<file path="config.mk">
export PLATFORM = sky130hd
export DESIGN_NAME = pingpong_dma
export DESIGN_NICKNAME = d
export VERILOG_FILES = /design/src/rtl/pp_dma_pkg.sv /design/src/rtl/pp_dma_regs.sv /design/src/rtl/pp_dma_addr_gen.sv /design/src/rtl/pp_dma_fsm.sv /design/src/rtl/pingpong_dma.sv
export SDC_FILE = /design/constraint.sdc
export NUM_CORES = 1
export LEC_CHECK = 0
export ABC_AREA = 1
export BUFFER_PORTS_ARGS = -buffer_cell sky130_fd_sc_hd__buf_2
export CORE_UTILIZATION = 60
export CTS_BUF_LIST = sky130_fd_sc_hd__clkbuf_2
export DETAILED_ROUTE_END_ITERATION = 7
export PLACE_DENSITY = 0.85
export SETUP_SLACK_MARGIN = 0.1
export SYNTH_ARGS = -nofsm -noshare
export SYNTH_HDL_FRONTEND = slang
export SYNTH_SLANG_ARGS = --single-unit
</file>
<file path="constraint.sdc">
create_clock -name clk -period 4.55 [get_ports clk]
set_input_delay 0.91 -clock clk [delete_from_list [all_inputs] [get_ports clk]]
set_output_delay 0.91 -clock clk [all_outputs]
set_load 0.02 [all_outputs]
</file>
<file path="src/rtl/pp_dma_pkg.sv">
package pp_dma_pkg;
    localparam int REG_W  = 16;
    localparam int LINK_W = 2;
    localparam int NSETS  = 2;
    localparam logic [LINK_W-1:0] LINK_STOP = '1;
    localparam logic [3:0] RA_CTRL = 4'h6;
    localparam logic [3:0] RA_CLR  = 4'h7;

    typedef enum logic [2:0] {
        ST_IDLE,
        ST_LOAD,
        ST_WAIT,
        ST_READ,
        ST_WRITE,
        ST_STEP,
        ST_DONE
    } dma_state_e;

    typedef struct packed {
        logic [REG_W-1:0]  src;
        logic [REG_W-1:0]  dst;
        logic [REG_W-1:0]  cnt;
        logic [REG_W-1:0]  sstr;
        logic [REG_W-1:0]  dstr;
        logic [LINK_W-1:0] link;
    } pset_t;
endpackage

</file>
<file path="src/rtl/pp_dma_regs.sv">
module pp_dma_regs
    import pp_dma_pkg::*;
(
    input  logic              clk,
    input  logic              rst_n,
    input  logic              cfg_we,
    input  logic [3:0]        cfg_addr,
    input  logic [REG_W-1:0]  cfg_wdata,
    input  logic              busy,
    input  logic              done_pulse,
    input  logic              done_set,
    output pset_t             sets [NSETS],
    output logic              start,
    output logic              start_set,
    output logic [NSETS-1:0]  done_irq
);
    logic clr_hit;

    assign clr_hit   = cfg_we && (cfg_addr == RA_CLR);
    // start only accepted while idle
    assign start     = cfg_we && (cfg_addr == RA_CTRL) && cfg_wdata[0] && !busy;
    assign start_set = cfg_wdata[1];

    for (genvar g = 0; g < NSETS; g++) begin : g_set
        localparam logic SEL = 1'(g);
        logic wr_hit;
        assign wr_hit = cfg_we && (cfg_addr[3] == SEL);

        // field decode within one set
        always_ff @(posedge clk or negedge rst_n) begin
            if (!rst_n) begin
                sets[g] <= '{src: '0, dst: '0, cnt: '0, sstr: '0, dstr: '0, link: LINK_STOP};
            end else if (wr_hit) begin
                case (cfg_addr[2:0])
                    3'd0:    sets[g].src  <= cfg_wdata;
                    3'd1:    sets[g].dst  <= cfg_wdata;
                    3'd2:    sets[g].cnt  <= cfg_wdata;
                    3'd3:    sets[g].sstr <= cfg_wdata;
                    3'd4:    sets[g].dstr <= cfg_wdata;
                    3'd5:    sets[g].link <= cfg_wdata[LINK_W-1:0];
                    default: ;
                endcase
            end
        end

        // sticky completion bit, write-1-to-clear, set wins
        always_ff @(posedge clk or negedge rst_n) begin
            if (!rst_n)
                done_irq[g] <= 1'b0;
            else if (done_pulse && (done_set == SEL))
                done_irq[g] <= 1'b1;
            else if (clr_hit && cfg_wdata[g])
                done_irq[g] <= 1'b0;
        end

        assert_sticky_R7: assert property (@(posedge clk) disable iff (!rst_n)
            (done_irq[g] && !(clr_hit && cfg_wdata[g])) |=> done_irq[g]);
    end
endmodule

</file>
<file path="src/rtl/pp_dma_addr_gen.sv">
module pp_dma_addr_gen
    import pp_dma_pkg::*;
(
    input  logic               clk,
    input  logic               rst_n,
    input  logic               load,
    input  pset_t              load_set,
    input  logic               step,
    output logic [REG_W-1:0]   cur_src,
    output logic [REG_W-1:0]   cur_dst,
    output logic               last_elem,
    output logic [LINK_W-1:0]  cur_link
);
    logic [REG_W-1:0] left;
    logic [REG_W-1:0] sstr_q;
    logic [REG_W-1:0] dstr_q;

    assign last_elem = (left == REG_W'(1));

    // working copy taken at load, stepped per element
    always_ff @(posedge clk or negedge rst_n) begin
        if (!rst_n) begin
            cur_src  <= '0;
            cur_dst  <= '0;
            left     <= '0;
            sstr_q   <= '0;
            dstr_q   <= '0;
            cur_link <= LINK_STOP;
        end else if (load) begin
            cur_src  <= load_set.src;
            cur_dst  <= load_set.dst;
            left     <= load_set.cnt;
            sstr_q   <= load_set.sstr;
            dstr_q   <= load_set.dstr;
            cur_link <= load_set.link;
        end else if (step) begin
            cur_src  <= cur_src + sstr_q;
            cur_dst  <= cur_dst + dstr_q;
            left     <= left - REG_W'(1);
        end
    end

    assert_no_underrun_R4: assert property (@(posedge clk) disable iff (!rst_n)
        step |-> (left != '0));
endmodule

</file>
<file path="src/rtl/pp_dma_fsm.sv">
module pp_dma_fsm
    import pp_dma_pkg::*;
(
    input  logic              clk,
    input  logic              rst_n,
    input  logic              start,
    input  logic              start_set,
    input  logic              per_req,
    input  logic              mem_ack,
    input  logic              cnt_zero,
    input  logic              last_elem,
    input  logic [LINK_W-1:0] cur_link,
    output logic              load,
    output logic              step,
    output logic              done_pulse,
    output logic              mem_req,
    output logic              mem_we,
    output logic              per_ack,
    output logic              rd_capture,
    output logic              busy,
    output logic              cur_set,
    output logic              last_set
);
    dma_state_e state, state_nx;

    always_ff @(posedge clk or negedge rst_n) begin
        if (!rst_n) begin
            state    <= ST_IDLE;
            cur_set  <= 1'b0;
            last_set <= 1'b0;
        end else begin
            state <= state_nx;
            if (state == ST_IDLE && start)
                cur_set <= start_set;
            if (state == ST_DONE) begin
                last_set <= cur_set;
                if (cur_link != LINK_STOP)
                    cur_set <= cur_link[0];
            end
        end
    end

    always_comb begin
        state_nx = state;
        unique case (state)
            ST_IDLE:  if (start)   state_nx = ST_LOAD;
            ST_LOAD:  state_nx = cnt_zero ? ST_DONE : ST_WAIT;
            ST_WAIT:  if (per_req) state_nx = ST_READ;
            ST_READ:  if (mem_ack) state_nx = ST_WRITE;
            ST_WRITE: if (mem_ack) state_nx = ST_STEP;
            ST_STEP:  state_nx = last_elem ? ST_DONE : ST_WAIT;
            ST_DONE:  state_nx = (cur_link == LINK_STOP) ? ST_IDLE : ST_LOAD;
            default:  state_nx = ST_IDLE;
        endcase
    end

    always_comb begin
        load       = (state == ST_LOAD);
        step       = (state == ST_STEP);
        per_ack    = (state == ST_STEP);
        done_pulse = (state == ST_DONE);
        mem_req    = (state == ST_READ) || (state == ST_WRITE);
        mem_we     = (state == ST_WRITE);
        rd_capture = (state == ST_READ) && mem_ack;
        busy       = (state != ST_IDLE);
    end

    assert_ack_after_write_R2: assert property (@(posedge clk) disable iff (!rst_n)
        per_ack |-> $past(mem_req && mem_we && mem_ack));
    assert_wait_for_req_R8: assert property (@(posedge clk) disable iff (!rst_n)
        (state == ST_WAIT && !per_req) |=> !mem_req);
endmodule

</file>
<file path="src/rtl/pingpong_dma.sv">
module pingpong_dma
    import pp_dma_pkg::*;
#(
    parameter int DATA_W = 16
) (
    input  logic              clk,
    input  logic              rst_n,
    input  logic              cfg_we,
    input  logic [3:0]        cfg_addr,
    input  logic [REG_W-1:0]  cfg_wdata,
    input  logic              per_req,
    output logic              per_ack,
    output logic              mem_req,
    output logic              mem_we,
    output logic [REG_W-1:0]  mem_addr,
    output logic [DATA_W-1:0] mem_wdata,
    input  logic [DATA_W-1:0] mem_rdata,
    input  logic              mem_ack,
    output logic              busy,
    output logic [NSETS-1:0]  done_irq,
    output logic              last_set
);
    pset_t             sets [NSETS];
    logic              start, start_set;
    logic              load, step, done_pulse, rd_capture;
    logic              cur_set, last_elem;
    logic [REG_W-1:0]  cur_src, cur_dst;
    logic [LINK_W-1:0] cur_link;
    logic [DATA_W-1:0] rd_buf;
    logic              cnt_zero;

    assign cnt_zero = (sets[cur_set].cnt == '0);

    pp_dma_regs i_regs (
        .clk, .rst_n, .cfg_we, .cfg_addr, .cfg_wdata,
        .busy, .done_pulse, .done_set(cur_set),
        .sets, .start, .start_set, .done_irq
    );

    pp_dma_addr_gen i_addr (
        .clk, .rst_n, .load, .load_set(sets[cur_set]), .step,
        .cur_src, .cur_dst, .last_elem, .cur_link
    );

    pp_dma_fsm i_fsm (
        .clk, .rst_n, .start, .start_set, .per_req, .mem_ack,
        .cnt_zero, .last_elem, .cur_link,
        .load, .step, .done_pulse, .mem_req, .mem_we, .per_ack,
        .rd_capture, .busy, .cur_set, .last_set
    );

    always_ff @(posedge clk or negedge rst_n) begin
        if (!rst_n)          rd_buf <= '0;
        else if (rd_capture) rd_buf <= mem_rdata;
    end

    assign mem_addr  = mem_we ? cur_dst : cur_src;
    assign mem_wdata = rd_buf;

    assert_hold_request_R8: assert property (@(posedge clk) disable iff (!rst_n)
        (mem_req && !mem_ack) |=> (mem_req && $stable(mem_addr) && $stable(mem_we)));
    assert_irq_on_done_R4: assert property (@(posedge clk) disable iff (!rst_n)
        done_pulse |=> done_irq[$past(cur_set)]);
    assert_stop_link_R6: assert property (@(posedge clk) disable iff (!rst_n)
        (done_pulse && cur_link == LINK_STOP) |=> !busy);
    assert_reload_link_R5: assert property (@(posedge clk) disable iff (!rst_n)
        (done_pulse && cur_link != LINK_STOP) |=> busy);
endmodule

</file>
==> reports/metrics.yaml <==
clock_network:
  clock_sinks: 269
  htree_levels: 3
  ctsResizeCount: 0
  clk_pin_slew_ns: 0.07
  cts_made_buffers: 69
  cts_tree: "yes"
  insertion_delay_ns: 0.84
  cts_buffer_depth: 3
  cts_root_buf: "clkbuf_2"
  cts_hold_buf: 0
  postCtsSetupRepairBufs: 0
floorplan:
  rows: 54
  die_area_mm2: 0.0231
  die_y_um: 152
  pin_count: 80
  initial_core_util_pct: 61.5
  die_w_um: 152
  design.core.area_mm2: 0.0220
logic_synthesis:
  async_flop_share_pct: 100
  syn_nets: 1764
  ys_seq_area_share_pct: 49.9
  synth_ff_type: "dfrtp_1"
  synth.cell_area_mm2: 0.0135
  ys_top_cells_by_area: "dfrtp_1, nand2_1, o21ai_0"
  synth_top_area_cell: "dfrtp_1"
  ys_warn_count: 0
  synth-edff-count: 0
  synth.top_cell.area_share_pct: 48.7
  postSynthCellCount: 1689
  avgSynthCellArea_um2: 8.00
  ys_types: 41
  synth.top_cells.by_count: "nand2_1, dfrtp_1, o21ai_0"
  synth.most_common_cell: "nand2_1"
  synth-seq-cells: 269
timing:
  hold_viol: 0
  rsz0062_at_grt: "false"
  period_share_pct: 81.2
  fin_setup_tns_ns: 0
  slew_viol_final: 0
  relSlewSlack_pct: 18.2
  max_freq_mhz: 271
  worstMarginPinSlew_ns: 1.22
  min_period_ns: 3.69
  finClkSkew_ns: 0.0747
  layout_setup_ws_ns: 0.857
  finalSetupViolations: 0
placed_design:
  dpl.hpwl_um: 24100
  place_ws_ns: 1.72
  gp_congestion: 0.953
  place.port_buffers: 79
global_route:
  grt_pass1_vias: 11700
  grt-ovfl-total: 0
  track_usage_pct: 32.9
  antenna_found_initial: 1
  grt_start_max_net_pins: 132
  grt_pass1_wl_um: 59700
cells_and_area:
  drive_gt1_share_pct: 13.1
  areaGrowthSynthToFinish_pct: 8.31
  layout.nets: 1846
pwr:
  peakVddDrop_v: 0.000426
  power_density_mw_per_mm2: 722
  p_leak_nw: 7.66
worst_setup_path:
  critPathCaptureType: "output port"
  crit_type: "reg -> out"
  arrival_ns: 2.78
  required_ns: 3.64
  cp-start-kind: "flip-flop"
  cp_max_fo: 18
job:
  drv_cap: 0
detailed_routing:
  drtPass1Iterations: 8
  via_per_inst: 5.75
  ant_nets: 0
  drt-total-wl_um: 36600
  vias: 12100
  wl_per_cell_um: 17.4
  drc: 11
  drtIter0Drc: 1157
run_status:
  status: "complete, but fails checks"
  violations: "design-rule violations"
min_path:
  hold_path_class: "in -> async"
## power by group
group          switching, mW  internal, mW  total (mW)  leakage (nW)
registers              0.629          3.14        3.77          3.34
logic                   3.29          1.77        5.07          3.84
clock network          0.977         0.740        1.72         0.480
## placed cells by master, fill, tap and decap left out, drive strengths merged, types with 6 or more instances in the layout
master	count
a21oi	59
a31oi	11
buf	88
clkbuf	97
clkinv	19
dfrtp	263
dfstp	6
ha	32
inv	133
mux2	23
nand2	565
nand3	79
nand4	9
nor2	149
nor3	7
o21ai	202
o31ai	32
xnor2	6
xor2	9
## layout make-up
cell class / instances / area, um2
Multi-Input combinational cell: 1210 / 5910
Clock inverter: 22 / 164
Clock buffer: 97 / 485
Antenna cell: 1 / 2.50
Fill cell: 1831 / 7330
Tap cell: 280 / 350
Sequential cell: 269 / 6740
Inverter: 133 / 499
Timing Repair Buffer: 88 / 473
## kinds of logic after synthesis
group	Yosys count	synth area share (%)
buffers and inverters	210	6.32
muxes	25	2.34
DFF	269	49.9
adders and majority gates	34	3.26
AOI/OAI and AO/OA	318	12.9
xor gates and xnor gates	15	0.973
and+or+nand+nor	818	24.3
## worst paths after layout
check | from | to | slack [ns] | cells past startpoint
worst max-delay path | i_fsm.state[2]$_DFFE_PN0P_ | mem_addr[5] | 0.86 | 7
worst min-delay path | rst_n | i_regs.sets[119]$_DFFE_PN0P_ | 0.20 | 1
worst max register to register | i_fsm.state[1]$_DFFE_PN0P_ | i_addr.left[10]$_DFFE_PN0P_ | 1.69 | 8
worst min register to register | i_fsm.last_set$_DFFE_PN0N_ | i_fsm.last_set$_DFFE_PN0N_ | 0.48 | 2
max in group asynchronous | rst_n | i_regs.sets[143]$_DFFE_PN0P_ | 3.22 | 2
min in group clk | mem_rdata[9] | mem_wdata[9]$_DFFE_PN0P_ | 0.30 | 2
## routing by layer
metal	part of all wire [%]	wire, um	global-route usage, %	vias to the layer above
met3	9.4	3430	7.47	82
met4	3.2	1170	13.6	0
met1	43	15600	45.0	5734
met5	0	0	0	-
li1	-	-	-	5687
met2	45	16400	50.9	579
## sequential cells by signal, indices dropped and copies added (netlist names)
register         flops
i_fsm.last_set       1
i_addr.cur_link      2
i_fsm.cur_set        1
i_addr.cur_dst      16
i_regs.done_irq      2
i_addr.cur_src      16
i_regs.sets        164
i_addr.sstr_q       16
i_addr.dstr_q       16
i_addr.left         16
i_fsm.state          3
mem_wdata           16
## per-stage QoR
step                      hold slack [ns]  std cells  power [mW]  instance area (um2)  utilization [%]
after floorplan                     0.448       1689        7.38                13500                -
after global placement              0.461       1980        8.60                14000             63.6
after detailed placement            0.458       1980        8.78                14000             63.6
after CTS                           0.215       2099        10.5                14600             66.6
after global routing                0.202       2100        11.4                14600             66.6
final                               0.199       2100        10.6                14600             66.6
## critical path: stages, from the launching register on
cell and delay (ns):
dfrtp_1 0.62, inv_2 0.26, nor2_1 0.27, buf_4 0.28
inv_1 0.24, nand2_1 0.11, nand2_1 0.06, buf_2 0.16
(Power assumes the default switching activity.)
